### config.mk
export PLATFORM = sky130hd
export DESIGN_NAME = ser_ctrl_port
export DESIGN_NICKNAME = d
export VERILOG_FILES = /design/src/rtl/scp_pkg.sv /design/src/rtl/scp_sync.sv /design/src/rtl/scp_frame_rx.sv /design/src/rtl/scp_regs.sv /design/src/rtl/ser_ctrl_port.sv
export SDC_FILE = /design/constraint.sdc
export NUM_CORES = 1
export LEC_CHECK = 0
export ABC_AREA = 1
export BUFFER_PORTS_ARGS = -buffer_cell sky130_fd_sc_hd__buf_2
export CORE_MARGIN = 2
export CORE_UTILIZATION = 47
export CTS_CLUSTER_SIZE = 40
export DETAILED_ROUTE_END_ITERATION = 12
export GPL_ROUTABILITY_DRIVEN = 0
export PLACE_DENSITY = 0.67
export SETUP_SLACK_MARGIN = 0.02
export SLEW_MARGIN = 20
export SYNTH_ARGS = -nofsm -noshare
export SYNTH_HDL_FRONTEND = slang
export SYNTH_SLANG_ARGS = --single-unit
export TNS_END_PERCENT = 10
### constraint.sdc
create_clock -name clk -period 1 [get_ports clk]
set_input_delay 0.2 -clock clk [delete_from_list [all_inputs] [get_ports clk]]
set_output_delay 0.2 -clock clk [all_outputs]
set_load 0.005 [all_outputs]
### src/rtl/scp_pkg.sv
package scp_pkg;
  localparam int PAYLOAD_W = 10;
  localparam int FRAME_W   = PAYLOAD_W + 1;

  // mode register bit positions (decoded by the driver pins)
  localparam int MB_SPIN  = 0;
  localparam int MB_BRAKE = 1;
  localparam int MB_SPARE = 2;
  localparam int MB_HALF  = 3;
  localparam int MB_EXTC  = 4;
  localparam int MB_SOFT  = 5;
  localparam int MB_VCM   = 6;
  localparam int MB_RETR  = 7;
  localparam int MB_POLE  = 8;
  localparam int MB_BOOST = 9;

  localparam logic [PAYLOAD_W-1:0] MODE_KEEP = ~(PAYLOAD_W'(1) << MB_SPARE);

  typedef enum logic {TGT_DATA = 1'b0, TGT_MODE = 1'b1} target_e;
endpackage

### src/rtl/scp_sync.sv
module scp_sync #(
  parameter int WIDTH  = 3,
  parameter int STAGES = 2
) (
  input  logic             clk,
  input  logic             rst_n,
  input  logic [WIDTH-1:0] d_async,
  output logic [WIDTH-1:0] d_sync
);
  for (genvar b = 0; b < WIDTH; b++) begin : g_bit
    logic [STAGES-1:0] chain;
    always_ff @(posedge clk or negedge rst_n) begin
      if (!rst_n) chain <= '0;
      else if (STAGES == 1) chain <= d_async[b];
      else chain <= {chain[STAGES-2:0], d_async[b]};
    end
    assign d_sync[b] = chain[STAGES-1];
  end
endmodule

### src/rtl/scp_frame_rx.sv
module scp_frame_rx
  import scp_pkg::*;
#(
  parameter int FRAME_BITS = FRAME_W,
  localparam int PAY_W = FRAME_BITS - 1,
  localparam int CNT_W = $clog2(FRAME_BITS + 1)
) (
  input  logic             clk,
  input  logic             rst_n,
  input  logic             sck_s,
  input  logic             sdi_s,
  input  logic             sen_s,
  output logic             commit_mode,
  output logic             commit_data,
  output logic [PAY_W-1:0] frame_data
);
  logic                  sck_d, sen_d;
  logic [FRAME_BITS-1:0] win;
  logic [CNT_W-1:0]      cnt;
  logic                  sck_rise, sen_rise, sen_fall, take, full;
  target_e               tgt;

  assign sck_rise = sck_s & ~sck_d;
  assign sen_rise = sen_s & ~sen_d;
  assign sen_fall = ~sen_s & sen_d;
  assign take     = sen_s & sen_d & sck_rise;
  assign full     = (cnt == CNT_W'(FRAME_BITS));
  assign tgt      = target_e'(win[FRAME_BITS-1]);

  always_ff @(posedge clk or negedge rst_n) begin
    if (!rst_n) begin
      sck_d <= 1'b0;
      sen_d <= 1'b0;
    end else begin
      sck_d <= sck_s;
      sen_d <= sen_s;
    end
  end

  // sliding window: the oldest bit drops off when a frame runs long
  always_ff @(posedge clk or negedge rst_n) begin
    if (!rst_n) win <= '0;
    else if (take) win <= {win[FRAME_BITS-2:0], sdi_s};
  end

  // bit counter saturating at the frame length, restarted per frame
  always_ff @(posedge clk or negedge rst_n) begin
    if (!rst_n) cnt <= '0;
    else if (sen_rise) cnt <= '0;
    else if (take && !full) cnt <= cnt + 1'b1;
  end

  always_ff @(posedge clk or negedge rst_n) begin
    if (!rst_n) begin
      commit_mode <= 1'b0;
      commit_data <= 1'b0;
      frame_data  <= '0;
    end else begin
      commit_mode <= sen_fall & full & (tgt == TGT_MODE);
      commit_data <= sen_fall & full & (tgt == TGT_DATA);
      if (sen_fall) frame_data <= win[PAY_W-1:0];
    end
  end

  AST_CNT_SATURATES: assert property (@(posedge clk) disable iff (!rst_n)
    cnt <= CNT_W'(FRAME_BITS));
  AST_SHORT_DROPPED: assert property (@(posedge clk) disable iff (!rst_n)
    (sen_fall && !full) |=> !(commit_mode || commit_data));
  AST_ONE_TARGET: assert property (@(posedge clk) disable iff (!rst_n)
    !(commit_mode && commit_data));
  AST_IDLE_NO_SHIFT: assert property (@(posedge clk) disable iff (!rst_n)
    (!sen_s && !sen_d) |=> $stable(win));
endmodule

### src/rtl/scp_regs.sv
module scp_regs
  import scp_pkg::*;
#(
  parameter int PAY_W = PAYLOAD_W,
  parameter logic [PAY_W-1:0] KEEP = MODE_KEEP
) (
  input  logic             clk,
  input  logic             rst_n,
  input  logic             commit_mode,
  input  logic             commit_data,
  input  logic [PAY_W-1:0] frame_data,
  output logic [PAY_W-1:0] mode_q,
  output logic [PAY_W-1:0] data_q,
  output logic             mode_wr,
  output logic             data_wr
);
  always_ff @(posedge clk or negedge rst_n) begin
    if (!rst_n) begin
      mode_q  <= '0;
      data_q  <= '0;
      mode_wr <= 1'b0;
      data_wr <= 1'b0;
    end else begin
      mode_wr <= commit_mode;
      data_wr <= commit_data;
      if (commit_mode) mode_q <= frame_data & KEEP;
      if (commit_data) data_q <= frame_data;
    end
  end

  AST_MODE_HOLDS: assert property (@(posedge clk) disable iff (!rst_n)
    !commit_mode |=> $stable(mode_q));
  AST_DATA_HOLDS: assert property (@(posedge clk) disable iff (!rst_n)
    !commit_data |=> $stable(data_q));
  AST_MODE_PULSE: assert property (@(posedge clk) disable iff (!rst_n)
    mode_wr |=> !mode_wr);
  AST_DATA_PULSE: assert property (@(posedge clk) disable iff (!rst_n)
    data_wr |=> !data_wr);
endmodule

### src/rtl/ser_ctrl_port.sv
module ser_ctrl_port
  import scp_pkg::*;
#(
  parameter int SYNC_STAGES = 2
) (
  input  logic                 clk,
  input  logic                 rst_n,
  input  logic                 ser_clk,
  input  logic                 ser_dat,
  input  logic                 ser_en,
  output logic [PAYLOAD_W-1:0] mode_word,
  output logic                 spin_en,
  output logic                 brake,
  output logic                 half_wave,
  output logic                 ext_comm,
  output logic                 soft_sw,
  output logic                 vcm_en,
  output logic                 retract,
  output logic                 pole12,
  output logic                 boost_lowf,
  output logic                 gain_hi,
  output logic [PAYLOAD_W-2:0] dac_code,
  output logic                 mode_wr,
  output logic                 dac_upd
);
  logic [2:0]           pins_s;
  logic                 c_mode, c_data;
  logic [PAYLOAD_W-1:0] fdata, mode_q, data_q;

  scp_sync #(.WIDTH(3), .STAGES(SYNC_STAGES)) u_sync (
    .clk(clk), .rst_n(rst_n),
    .d_async({ser_en, ser_dat, ser_clk}), .d_sync(pins_s)
  );

  scp_frame_rx #(.FRAME_BITS(FRAME_W)) u_rx (
    .clk(clk), .rst_n(rst_n),
    .sck_s(pins_s[0]), .sdi_s(pins_s[1]), .sen_s(pins_s[2]),
    .commit_mode(c_mode), .commit_data(c_data), .frame_data(fdata)
  );

  scp_regs #(.PAY_W(PAYLOAD_W), .KEEP(MODE_KEEP)) u_regs (
    .clk(clk), .rst_n(rst_n),
    .commit_mode(c_mode), .commit_data(c_data), .frame_data(fdata),
    .mode_q(mode_q), .data_q(data_q), .mode_wr(mode_wr), .data_wr(dac_upd)
  );

  assign mode_word  = mode_q;
  assign spin_en    = mode_q[MB_SPIN];
  assign brake      = mode_q[MB_BRAKE];
  assign half_wave  = mode_q[MB_HALF];
  assign ext_comm   = mode_q[MB_EXTC];
  assign soft_sw    = mode_q[MB_SOFT];
  assign vcm_en     = mode_q[MB_VCM];
  assign retract    = mode_q[MB_RETR];
  assign pole12     = mode_q[MB_POLE];
  assign boost_lowf = mode_q[MB_BOOST];
  assign gain_hi    = data_q[PAYLOAD_W-1];
  assign dac_code   = data_q[PAYLOAD_W-2:0];

  AST_STROBES_EXCLUSIVE: assert property (@(posedge clk) disable iff (!rst_n)
    !(mode_wr && dac_upd));
endmodule

==> results by group <==
STA
  – Setup violators final: 43
  – Layout Skew: 0.008951 ns
  – Final WS setup: -0.07755 ns
  – Fmax: 0.9280 GHz
  – Min Hold Slack: 0.3545 ns
  – Hold Fails Final Rpt: 0
  – Tmin final: 1.078 ns
  – Ratio of final minimum period to clock period: 107.8%
  – Max Slew Vio Count: 0
  – RSZ-0062 raised after global routing: yes
  – Setup tns final: -1.307 ns

Worst setup path
  – Crit path kind: register to register
  – R2R Path Start: u_rx.cnt[0]$_DFFE_PN0P_
  – Worst Setup End Kind: register
  – Crit path top cell by count: nor2_4
  – FF-to-FF path depth: 6
  – Worst setup path endpoint: u_rx.cnt[2]$_DFFE_PN0P_
  – Critical Path, Cell by Cell: ha_4, nand2_4, nor2_4, nor2_4, nand3_1, nand2_1
  – Crit path depth: 6
  – Max stage delay cell, worst path: dfrtp_1
  – Reg2reg end: u_rx.cnt[2]$_DFFE_PN0P_
  – Largest fanout on the critical path: 4
  – Worst R2R Setup Slack: -0.08 ns
  – CP startpoint kind: register
  – CP arrival: 1.32 ns
  – Max stage delay on crit path: 0.42 ns
  – Critical path's top delay family: flip-flops
  – Required @ worst endpoint: 1.25 ns
  – Crit path from: u_rx.cnt[0]$_DFFE_PN0P_
  – Count of buffer and inverter cells on the critical path: 0

GRT
  – GRT Residual Overflow: 0
  – Initial antenna violation count: 0
  – Largest net degree at the start of global routing: 57
  – Number of global-route vias before repair: 1,457
  – Global-route wire length before repair: 6513 um
  – All-Layer GR Usage: 16.15%

Run
  – Max cap viols: 0

Die
  – Die Y: 72.49 um
  – Initial core utilization: 49.61%
  – CORE AREA: 0.004444 sq mm
  – Die X: 72.49 um
  – Num rows: 24
  – Die area: 0.005255 sq mm
  – I/O pin count: 36

Synthesis
  – Synth warn: 0
  – Syn Inst Count: 183
  – Seq/Total Area, Yosys: 63.56%
  – Post-Syn Area: 0.002205 sq mm
  – Syn_nets: 189
  – Netlist cell types: 24
  – Post-Syn Area per Cell: 12.05 sq um
  – Number of synthesized register bits: 56

Clocking
  – Clk_lat worst skew: 0.31 ns
  – Maximum clock insertion buffer count: 2
  – Cts bufs inserted: 5
  – Clk sinks: 56
  – CTS tree: done
  – Root Driver: clkbuf_8
  – Worst-path clk slew: 0.09 ns
  – H-tree Lvls: 2

Drt
  – Via-per-instance ratio: 5.061
  – DRT Wirelength: 3845 um
  – Detailed-router iteration count before antenna repair: 4
  – DR iter-0 viols: 49
  – DRC: 0
  – Vias post-DR: 1,402
  – DRT antenna net count: 0
  – WL per Instance: 13.88 um

Power
  – Combinational share of power: 7.8%
  – Pwr dens: 1560 mW/mm^2
  – Switching pwr: 0.9817 mW
  – Seq pwr share: 57.7%
  – P_int: 3.266 mW
  – Switching share of power: 23.11%
  – Peak supply drop: 897.1 uV
  – Power Total: 4.248 mW
  – Clock group share of total power: 34.6%
  – Static Leakage: 1.397 nW

Run status
  – Status: complete, but fails checks
  – Violated checks: negative setup slack

Layout
  – Proportion of layout cells with a drive suffix above 1: 49.78%
  – Fillers: 367
  – Footprint of the multi-input gates: 711.9 sq um
  – Post-Layout Inst Area: 0.002723 sq mm
  – Syn-to-layout area delta: 23.50%
  – # diodes: 0
  – Nets: 230
  – Sequential Area: 0.001401 sq mm
  – Core Util, Final: 61.26%
  – Non-Filler Instances: 277

Worst hold path
  – Hold WC Path Type: register to register
  – Hold path cells: 0

Place
  – HPWL after DPL: 2559 um
  – IO buf count: 34
  – Post-Place Cells: 263
  – Pre-CTS setup slack: -0.04113 ns
  – DP Area: 0.002457 sq mm
==> flip-flops by register name, summed over array words and instances, names as in the netlist, 4 cells and up <==
signal,cells
u_regs.mode_q,9
u_sync.g_bit.chain,6
u_rx.frame_data,10
u_rx.win,11
u_rx.cnt,4
u_regs.data_q,10
==> per-layer routing <==
metal,track usage (%),up-vias,wire length (um)
li1,-,653,-
met1,19.11,707,1557
met2,28.13,33,2066
met3,4.861,9,155
met4,5.350,0,65
met5,0,-,0
==> what timing repair did <==
item | in CTS | in global routing
endpoints found under the hold margin | 59 | 0
pin swaps | 3 | 1
setup endpoints to repair | 60 | 67
resized for setup | 17 | 16
buffers inserted | 1 | 0
hold buffers | 4 | 0
gates cloned | 1 | 0
==> cells in the final DEF (no fill, tap or decap), drive strengths merged <==
cell type,n
ha,1
nor3b,1
or2,1
conb,1
nor2,4
dfrtp,56
nand4,1
nor3,1
inv,17
mux2,19
xor2,1
nand2,35
bufinv,1
nand3,8
dlygate4sd3,4
buf,47
o21ai,21
clkbuf,6
==> how the worst min path moves through the flow <==
stage | from | endpoint | slack, ns
after detailed placement | rst_n | u_sync.g_bit[2].chain[0]$_DFF_PN0_ | 0.22
after global placement | rst_n | u_sync.g_bit[0].chain[0]$_DFF_PN0_ | 0.21
final | u_sync.g_bit[0].chain[0]$_DFF_PN0_ | u_sync.g_bit[0].chain[1]$_DFF_PN0_ | 0.35
after global routing | u_sync.g_bit[0].chain[0]$_DFF_PN0_ | u_sync.g_bit[0].chain[1]$_DFF_PN0_ | 0.36
after CTS | u_sync.g_bit[0].chain[0]$_DFF_PN0_ | u_sync.g_bit[0].chain[1]$_DFF_PN0_ | 0.36
after floorplan | rst_n | u_regs.data_q[0]$_DFFE_PN0P_ | -0.1
==> power by group through the flow <==
stage | clock (mW) | sequential (mW) | combinational [mW]
after floorplan | 0 | 2.47 | 0.167
after global placement | 0 | 2.48 | 0.263
after detailed placement | 0 | 2.48 | 0.282
after CTS | 1.51 | 2.44 | 0.323
after global routing | 1.60 | 2.46 | 0.375
final | 1.47 | 2.45 | 0.331
==> layout make-up <==
type                            count  share of cell area, %
Clock buffer                        6                  2.665
Clock inverter                      2                  1.425
Inverter                           16                  2.206
Multi-Input combinational cell     94                  26.15
Sequential cell                    56                  51.47
Tap cell                           52                  2.390
Timing Repair Buffer               51                  13.69
==> Yosys cell counts (all sizes together) <==
master,count,area [sq um]
or2,1,6.260
xor2,1,8.760
conb,1,3.750
inv,16,60.06
buf,17,122.6
dfrtp,56,1401
nand2,35,136.4
nor3,1,10.01
nand4,1,6.260
ha,1,12.51
o21ai,21,142.6
nor2,4,27.52
mux2,19,214.0
nand3,8,45.04
nor3b,1,7.510
==> cells by family (layout without fill, tap and decap cells) <==
| kind of cell | after synthesis | after routing | synth area share [%] |
|---|---|---|---|
| mux | 19 | 19 | 9.705 |
| compound gates | 21 | 21 | 6.470 |
| other cells | 1 | 1 | 0.1701 |
| simple gates | 51 | 51 | 10.84 |
| xor+xnor | 1 | 1 | 0.3973 |
| flops | 56 | 56 | 63.56 |
| buf+inv | 33 | 75 | 8.286 |
| fa+ha+maj | 1 | 1 | 0.5674 |
Note: power is estimated with default switching activity, not from simulation.
